--- src/rtl/i2c_rx_stretch_pkg.sv ---
package i2c_rx_stretch_pkg;

    typedef enum logic [2:0] {
        ST_IDLE,
        ST_ADDR,
        ST_DATA,
        ST_ACK,
        ST_HOLD,
        ST_SKIP
    } srx_state_e;

endpackage

--- src/rtl/srx_sync_cell.sv ---
module srx_sync_cell #(
    parameter int   STAGES  = 2,
    parameter logic RST_VAL = 1'b1
) (
    input  logic clk,
    input  logic rst_n,
    input  logic d,
    output logic q_now,
    output logic q_prev
);

    typedef struct packed {
        logic [STAGES-1:0] ch;
        logic              prev;
    } cell_t;

    cell_t c_d, c_q;

    always_comb begin
        c_d.ch   = {c_q.ch[STAGES-2:0], d};
        c_d.prev = c_q.ch[STAGES-1];
    end

    always_ff @(posedge clk or negedge rst_n) begin
        if (!rst_n) c_q <= '{ch: {STAGES{RST_VAL}}, prev: RST_VAL};
        else        c_q <= c_d;
    end

    assign q_now  = c_q.ch[STAGES-1];
    assign q_prev = c_q.prev;

endmodule

--- src/rtl/srx_bus_events.sv ---
module srx_bus_events #(
    parameter int STAGES = 2
) (
    input  logic clk,
    input  logic rst_n,
    input  logic scl_raw,
    input  logic sda_raw,
    output logic sda_lvl,
    output logic scl_rise,
    output logic scl_fall,
    output logic start_ev,
    output logic stop_ev
);

    localparam int NLINES = 2;
    localparam int IX_SCL = 1;
    localparam int IX_SDA = 0;

    logic [NLINES-1:0] raw, now, prev;

    assign raw = {scl_raw, sda_raw};

    for (genvar i = 0; i < NLINES; i++) begin : g_line
        srx_sync_cell #(.STAGES(STAGES), .RST_VAL(1'b1)) u_cell (
            .clk    (clk),
            .rst_n  (rst_n),
            .d      (raw[i]),
            .q_now  (now[i]),
            .q_prev (prev[i])
        );
    end

    assign sda_lvl  = now[IX_SDA];
    assign scl_rise =  now[IX_SCL] & ~prev[IX_SCL];
    assign scl_fall = ~now[IX_SCL] &  prev[IX_SCL];
    // SDA edge while SCL stays high on both samples
    assign start_ev = now[IX_SCL] & prev[IX_SCL] &  prev[IX_SDA] & ~now[IX_SDA];
    assign stop_ev  = now[IX_SCL] & prev[IX_SCL] & ~prev[IX_SDA] &  now[IX_SDA];

endmodule

--- src/rtl/srx_engine.sv ---
module srx_engine
    import i2c_rx_stretch_pkg::*;
#(
    parameter int ADDR_W = 7,
    parameter int BYTE_W = 8
) (
    input  logic              clk,
    input  logic              rst_n,
    input  logic              en,
    input  logic [ADDR_W-1:0] own_addr,
    input  logic              flag_clr,
    input  logic              data_rd,
    input  logic              sda_lvl,
    input  logic              scl_rise,
    input  logic              scl_fall,
    input  logic              start_ev,
    input  logic              stop_ev,
    output logic [BYTE_W-1:0] rx_data,
    output logic              flag,
    output logic              busy,
    output logic              sda_pull,
    output logic              scl_pull
);

    localparam int CNT_W = $clog2(BYTE_W + 1);

    typedef struct packed {
        srx_state_e        st;
        logic [CNT_W-1:0]  cnt;
        logic [BYTE_W-1:0] sh;
        logic [BYTE_W-1:0] dat;
        logic              flag;
        logic              busy;
        logic              sda_pull;
        logic              scl_pull;
    } eng_t;

    eng_t n_d, n_q;

    logic byte_full;
    logic addr_hit;

    assign byte_full = (n_q.cnt == CNT_W'(BYTE_W));
    assign addr_hit  = (n_q.sh[BYTE_W-1 -: ADDR_W] == own_addr) && !n_q.sh[0];

    always_comb begin
        n_d = n_q;
        if (!en) begin
            n_d.st       = ST_IDLE;
            n_d.cnt      = '0;
            n_d.sh       = '0;
            n_d.flag     = 1'b0;
            n_d.busy     = 1'b0;
            n_d.sda_pull = 1'b0;
            n_d.scl_pull = 1'b0;
        end else begin
            if (flag_clr) n_d.flag = 1'b0;
            if (stop_ev) begin
                n_d.st       = ST_IDLE;
                n_d.cnt      = '0;
                n_d.busy     = 1'b0;
                n_d.sda_pull = 1'b0;
                n_d.scl_pull = 1'b0;
            end else if (start_ev) begin
                n_d.st       = ST_ADDR;
                n_d.cnt      = '0;
                n_d.sh       = '0;
                n_d.busy     = 1'b1;
                n_d.sda_pull = 1'b0;
                n_d.scl_pull = 1'b0;
            end else begin
                case (n_q.st)
                    ST_ADDR, ST_DATA: begin
                        if (scl_rise && !byte_full) begin
                            n_d.sh  = {n_q.sh[BYTE_W-2:0], sda_lvl};
                            n_d.cnt = n_q.cnt + CNT_W'(1);
                        end else if (scl_fall && byte_full) begin
                            if (n_q.st == ST_DATA || addr_hit) begin
                                n_d.st       = ST_ACK;
                                n_d.sda_pull = 1'b1;
                            end else begin
                                n_d.st = ST_SKIP;
                            end
                        end
                    end
                    ST_ACK: begin
                        if (scl_rise) begin
                            n_d.flag = 1'b1;
                            n_d.dat  = n_q.sh;
                        end else if (scl_fall) begin
                            n_d.sda_pull = 1'b0;
                            n_d.scl_pull = 1'b1;
                            n_d.st       = ST_HOLD;
                        end
                    end
                    ST_HOLD: begin
                        if (data_rd) begin
                            n_d.scl_pull = 1'b0;
                            n_d.cnt      = '0;
                            n_d.st       = ST_DATA;
                        end
                    end
                    default: ;
                endcase
            end
        end
    end

    always_ff @(posedge clk or negedge rst_n) begin
        if (!rst_n) begin
            n_q <= '{st: ST_IDLE, cnt: '0, sh: '0, dat: '0,
                     flag: 1'b0, busy: 1'b0, sda_pull: 1'b0, scl_pull: 1'b0};
        end else begin
            n_q <= n_d;
        end
    end

    assign rx_data  = n_q.dat;
    assign flag     = n_q.flag;
    assign busy     = n_q.busy;
    assign sda_pull = n_q.sda_pull;
    assign scl_pull = n_q.scl_pull;

    p_start_busy_r2: assert property (@(posedge clk) disable iff (!rst_n)
        (en && start_ev) |=> n_q.busy);

    p_stop_idle_r3: assert property (@(posedge clk) disable iff (!rst_n)
        (en && stop_ev) |=> (!n_q.busy && !n_q.sda_pull && !n_q.scl_pull && n_q.st == ST_IDLE));

    p_disabled_quiet_r4: assert property (@(posedge clk) disable iff (!rst_n)
        !en |=> (!n_q.busy && !n_q.sda_pull && !n_q.scl_pull));

    p_flag_on_ninth_r6: assert property (@(posedge clk) disable iff (!rst_n)
        $rose(n_q.flag) |-> $past(n_q.st == ST_ACK && scl_rise));

    p_hold_until_read_r8: assert property (@(posedge clk) disable iff (!rst_n)
        (n_q.scl_pull && en && !data_rd && !start_ev && !stop_ev) |=> n_q.scl_pull);

    p_skip_quiet_r10: assert property (@(posedge clk) disable iff (!rst_n)
        (n_q.st == ST_SKIP) |-> (!n_q.sda_pull && !n_q.scl_pull));

    p_ack_slot_only_r12: assert property (@(posedge clk) disable iff (!rst_n)
        n_q.sda_pull |-> (n_q.st == ST_ACK));

endmodule

--- src/rtl/i2c_rx_stretch.sv ---
module i2c_rx_stretch #(
    parameter int ADDR_W      = 7,
    parameter int BYTE_W      = 8,
    parameter int SYNC_STAGES = 2
) (
    input  logic              clk,
    input  logic              rst_n,
    input  logic              en,
    input  logic [ADDR_W-1:0] own_addr,
    input  logic              irq_en,
    input  logic              flag_clr,
    input  logic              data_rd,
    input  logic              scl_i,
    input  logic              sda_i,
    output logic              scl_pull,
    output logic              sda_pull,
    output logic [BYTE_W-1:0] rx_data,
    output logic              busy,
    output logic              flag,
    output logic              irq
);

    logic sda_lvl, scl_rise, scl_fall, start_ev, stop_ev;

    srx_bus_events #(.STAGES(SYNC_STAGES)) u_events (
        .clk      (clk),
        .rst_n    (rst_n),
        .scl_raw  (scl_i),
        .sda_raw  (sda_i),
        .sda_lvl  (sda_lvl),
        .scl_rise (scl_rise),
        .scl_fall (scl_fall),
        .start_ev (start_ev),
        .stop_ev  (stop_ev)
    );

    srx_engine #(.ADDR_W(ADDR_W), .BYTE_W(BYTE_W)) u_engine (
        .clk      (clk),
        .rst_n    (rst_n),
        .en       (en),
        .own_addr (own_addr),
        .flag_clr (flag_clr),
        .data_rd  (data_rd),
        .sda_lvl  (sda_lvl),
        .scl_rise (scl_rise),
        .scl_fall (scl_fall),
        .start_ev (start_ev),
        .stop_ev  (stop_ev),
        .rx_data  (rx_data),
        .flag     (flag),
        .busy     (busy),
        .sda_pull (sda_pull),
        .scl_pull (scl_pull)
    );

    // request only while enabled
    assign irq = flag & irq_en;

endmodule

--- config.mk ---
export PLATFORM = sky130hd
export DESIGN_NAME = i2c_rx_stretch
export DESIGN_NICKNAME = d
export VERILOG_FILES = /design/src/rtl/i2c_rx_stretch_pkg.sv /design/src/rtl/srx_sync_cell.sv /design/src/rtl/srx_bus_events.sv /design/src/rtl/srx_engine.sv /design/src/rtl/i2c_rx_stretch.sv
export SDC_FILE = /design/constraint.sdc
export NUM_CORES = 1
export LEC_CHECK = 0
export BUFFER_PORTS_ARGS = -buffer_cell sky130_fd_sc_hd__buf_2
export CAP_MARGIN = 20
export CORE_UTILIZATION = 60
export CTS_CLUSTER_DIAMETER = 60
export CTS_CLUSTER_SIZE = 25
export DETAILED_ROUTE_END_ITERATION = 7
export PLACE_DENSITY = 0.83
export SYNTH_ARGS = -nofsm -noshare
export SYNTH_HDL_FRONTEND = slang
export SYNTH_SLANG_ARGS = --single-unit
--- constraint.sdc ---
create_clock -name clk -period 5 [get_ports clk]
set_clock_uncertainty 0.05 [all_clocks]
set_input_delay 1 -clock clk [delete_from_list [all_inputs] [get_ports clk]]
set_output_delay 1 -clock clk [all_outputs]
set_load 0.02 [all_outputs]
# After elaboration in Yosys (flattened, before gate mapping)

Cells that the tools add are included.

Output and inout bits: 13
Memories: 0
Input port bits: 15
Bits in registers: 33
Latch bits: 0
RAM bits: 0
Word-level logic and storage cells: 91
ROM bits: 0

Reduce and logical (&&, ||, !) cells: 13
Eq/ne operators: 21
Order comparisons: 0
$add $sub $neg: 1
Divide/modulo/power cells: 0
Shift-type cells: 0
$mul: 0
Bitwise gates (word level): 14
Mux-type cells: 30

Operator list:

| cell                                                             | number |
|---|---|
| 15-bit 2-to-1 mux                                                | 2 |
| 9-bit 2-to-1 mux                                                 | 3 |
| 5-bit by 4-bit != test with 1-bit output (second input constant) | 4 |
| 3-bit 2-to-1 mux                                                 | 6 |
| 17-bit 2-to-1 mux                                                | 1 |
| 5-bit by 1-bit != test with 1-bit output (second input constant) | 3 |
| 5-bit != test (second input constant)                            | 3 |
| 7-bit 2-to-1 mux                                                 | 2 |
| 12-bit 2-to-1 mux                                                | 1 |
| 6-bit AND reduction                                              | 2 |
| 3-bit by 1-bit != test with 1-bit output (second input constant) | 3 |
| 3-bit one-hot mux with 3 select lines                            | 1 |
| 1-bit bitwise AND                                                | 8 |
| 8-bit 2-to-1 mux                                                 | 1 |
| 4-bit one-hot mux with 2 select lines                            | 1 |
| 7-bit == test                                                    | 1 |
| 3-bit by 2-bit == test with 1-bit output (second input constant) | 2 |
| 1-bit 2-to-1 mux                                                 | 6 |
| 2-bit 2-to-1 mux                                                 | 3 |
| 6-bit by 1-bit != test with 1-bit output (second input constant) | 1 |
| 1-bit inverter                                                   | 6 |
| 3-bit AND reduction                                              | 2 |
| 5-bit AND reduction                                              | 1 |
| 4-bit by 1-bit adder with 4-bit output (second input constant)   | 1 |
| other kinds (11)                                                 | 15 |

# Logic depth before layout (Yosys ltp)

Depth after elaboration: 10
Mapped depth: 6

# By module

A second synthesis with hierarchy kept.

Cell total of the unflattened synthesis: 157
Area, all modules: 1,689.1 µm²

Modules (own cells, without submodules):

| module         | area an instance (µm²) | sequential area each (µm²) | cells an instance | times used |
|---|---|---|---|---|
| srx_engine     | 1,492.7                | 675.6                      | 146               | 1 |
| srx_sync_cell  | 78.8                   | 78.8                       | 3                 | 2 |
| srx_bus_events | 32.5                   | 0.0                        | 4                 | 1 |
| i2c_rx_stretch | 6.3                    | 0.0                        | 1                 | 1 |

# Least setup slack after synthesis

OpenSTA, ideal clock, no wires.

Path kind: input to output
Start: input port irq_en
End: output port irq
Path buffers: 0
Data arrival time: 1.210 ns
Stages on the path: 1
Slack: 2.740 ns
Cells stage by stage: and2_1

Cells in the longest elaborated chain, start to end: 1

RTL lines:

| what               | line                 | text |
|---|---|---|
| start: declaration | i2c_rx_stretch.sv:10 | `input logic irq_en,` |
| 1-bit bitwise AND  | i2c_rx_stretch.sv:57 | `assign irq = flag & irq_en;` |
| end: declaration   | i2c_rx_stretch.sv:20 | `output logic irq` |

No other way between the ends.

# Final worst setup path

Ends and elaborated chain as after synthesis.

==> impl_metrics.tcl <==
set metrics [dict create \
    period_needed_ns 2.41 \
    dp_hpwl_microns 2480 \
    portBuffers 27 \
    path_class "input pin to primary output" \
    period_share_pct 48.1 \
    ir_worst_vdd_mv 0.260 \
    core_sq_um 2780 \
    cts_hold_buf 0 \
    nFillCells 205 \
    clkSlewWorstSetupHoldPaths_ns 0.10 \
    p_leak_nw 0.939 \
    cts_tree "done" \
    drt_iter0_markers 47 \
    outcome "complete, no violations" \
    synth_area_sq_um 1790 \
    hold_path.class "register to register" \
    worstSetupEndpointType "primary output" \
    utilization_pct 69.5 \
    syn_nets 188 \
    finalHoldViolations 0 \
    synth_edf_count 0 \
    cts_root_buf "clkbuf_4" \
    routedWlPerCell_microns 15.5 \
    track_usage_pct 24.1 \
    critPathSlowestCell "buf_2" \
    insertion_delay_ns 0.34 \
    multiInputGateArea_sq_um 801 \
    grt_pass1_wl_microns 5930 \
    ys_seq_area_share_pct 46.6 \
    setup_viol 0 \
    crit_fanout 1 \
    ys_types 44 \
    synth_area_leader_cell "dfrtp_1" \
    power_density_nw_per_um2 238 \
    cts_resized 0 \
    io_pins 28 \
    syn_area_per_cell_sq_um 10.5 \
    finalWeightedCongestion 0.837 \
    diodes 0 \
    ff_latch_area_sq_um 833 \
    worstMarginPinSlew_ns 0.717 \
    crit_path_max_incr_delay_ns 0.15 \
    final_cell_area_sq_um 1930 \
    ant_nets 0 \
    tns_ns 0 \
    ys_ff_latch 33 \
    totalWireLength_microns 3490 \
    slew_viol_final 0 \
    cp.required_ns 3.95 \
    start_kind "input pin" \
    area_growth_pct 8.19 \
    fmaxAchievable_mhz 415 \
    cts-buffers-inserted 5 \
    crit_chain "buf_2 > and2_1 > buf_2" \
    first_pass_iters 4 \
    synth.area.top_cells "dfrtp_1, dfstp_2, mux2_2, buf_4, mux2i_1" \
    synth_ff_type "dfrtp_1" \
    first_global_vias 1319 \
    die_y_microns 56.6 \
    synthCells 171 \
    drc 0 \
    grt-ovfl-total 0 \
    antenna_found_initial 0 \
    synth_top_cell_area_share_pct 37.8 \
    cts_setup_buffers 0 \
    yosys_warnings 0 \
    rsz0062_at_grt "no" \
    grt_max_degree 34 \
    cpMostUsedCell "buf_2" \
    final_cell_mix "buf_2, dfrtp_1, inv_1" \
    dr_total_vias 1333 \
    start_util_pct 64.3 \
    crit_arrival_ns 1.36 \
    post_dp_cell_area_sq_um 1870 \
    maxCapViolCount 0 \
    clock_sinks 33 \
    fp-row-count 19 \
    dieArea_sq_um 3200 \
    drive_gt1_share_pct 28.9 \
    num-nets-final 210 \
    viasPerCell 5.92 \
    h-tree-depth 2 \
    ctsLongestPathBuffers 2 \
    maxSlewHeadroom_pct 52.2 \
    synthArstFlopShare_pct 100 \
    rrSetupSlack_ns 3.03 \
    die_x_microns 56.6 \
]
-- synth_stat cells (2+ instances only) --
master	number
xnor2_1	2
ha_1	2
a21boi_0	2
nand2_1	12
a31oi_1	2
nand3_1	8
mux2_2	8
nor4_1	3
dfrtp_1	27
nor2_1	6
nor2b_1	2
mux2i_1	7
o21ai_0	12
nor3_2	2
a21oi_1	5
o21a_1	2
buf_2	2
inv_1	17
and3b_1	2
buf_4	10
nand2b_1	2
xor2_1	8
o211a_1	2
dfstp_2	6
-- critical path: cells and delay by family --
kind / cells / cell delay, ns
buffers and inverters: 2 / 0.24
AND/OR/NAND/NOR: 1 / 0.12
-- sequential cells by signal (all words and copies together) (netlist names) --
signal / count
u_engine.n_q: 15
u_engine.rx_data: 8
u_events.g_line.u_cell.c_d: 2
u_events.g_line.u_cell.q_now: 2
u_events.g_line.u_cell.q_prev: 2
u_engine.busy: 1
u_engine.flag: 1
u_engine.scl_pull: 1
u_engine.sda_pull: 1
-- cells by family after synthesis --
logic type,Yosys count,synth area share [%]
simple gates,48,16.2
compound gates,33,13.4
flops,33,46.6
buf+inv,30,8.61
mux,15,8.96
xor+xnor,10,4.90
fa+ha+maj,2,1.40
-- routing by layer --
metal / vias to the layer above / share of wire, % / track usage [%]
li1: 625 / - / -
met1: 652 / 45 / 30.6
met2: 54 / 49 / 41.0
met3: 2 / 5.5 / 6.91
met4: 0 / 0.55 / 5.23
met5: - / 0 / 0
-- final timing paths --
kind | startpoint | to | depth (start not counted)
worst max-delay path | irq_en | irq | 3
worst min-delay path | u_events.g_line[1].u_cell.c_d[2] | u_events.g_line[1].u_cell.q_now | 0
worst max register to register | u_engine.n_q[20] | u_engine.n_q[12] | 6
worst min register to register | u_events.g_line[1].u_cell.c_d[2] | u_events.g_line[1].u_cell.q_now | 0
max in group asynchronous | rst_n | u_engine.n_q[12] | 1
min in group asynchronous | rst_n | u_engine.rx_data[7] | 1
-- metrics by stage --
| step | power [mW] | setup WS, ns | hold slack (ns) | std cells |
|---|---|---|---|---|
| 2_1_floorplan | 0.301 | 2.74 | 0.295 | 171 |
| 3_3_place_gp | 0.315 | 2.21 | 0.297 | 216 |
| 3_5_place_dp | 0.318 | 2.01 | 0.302 | 216 |
| 4_1_cts | 0.463 | 2.35 | 0.318 | 224 |
| 5_1_grt | 0.478 | 2.59 | 0.321 | 225 |
| 6_report | 0.460 | 2.59 | 0.315 | 225 |
-- power by group --
| group | total [mW] | leakage [nW] | internal [mW] | switching (mW) |
|---|---|---|---|---|
| registers | 0.277 | 0.440 | 0.272 | 0.00455 |
| clock network | 0.146 | 0.0310 | 0.0530 | 0.0931 |
| logic | 0.0367 | 0.468 | 0.0138 | 0.0229 |
-- cell type report --
class | instances | area share [%]
sequential | 33 | 43.1
multi-input combinational | 108 | 41.4
tap | 31 | 2.01
timing repair buffer | 28 | 7.37
clock inverter | 3 | 0.906
clock buffer | 5 | 1.94
inverter | 17 | 3.30
No activity file was read; power rests on OpenSTA's default activity.
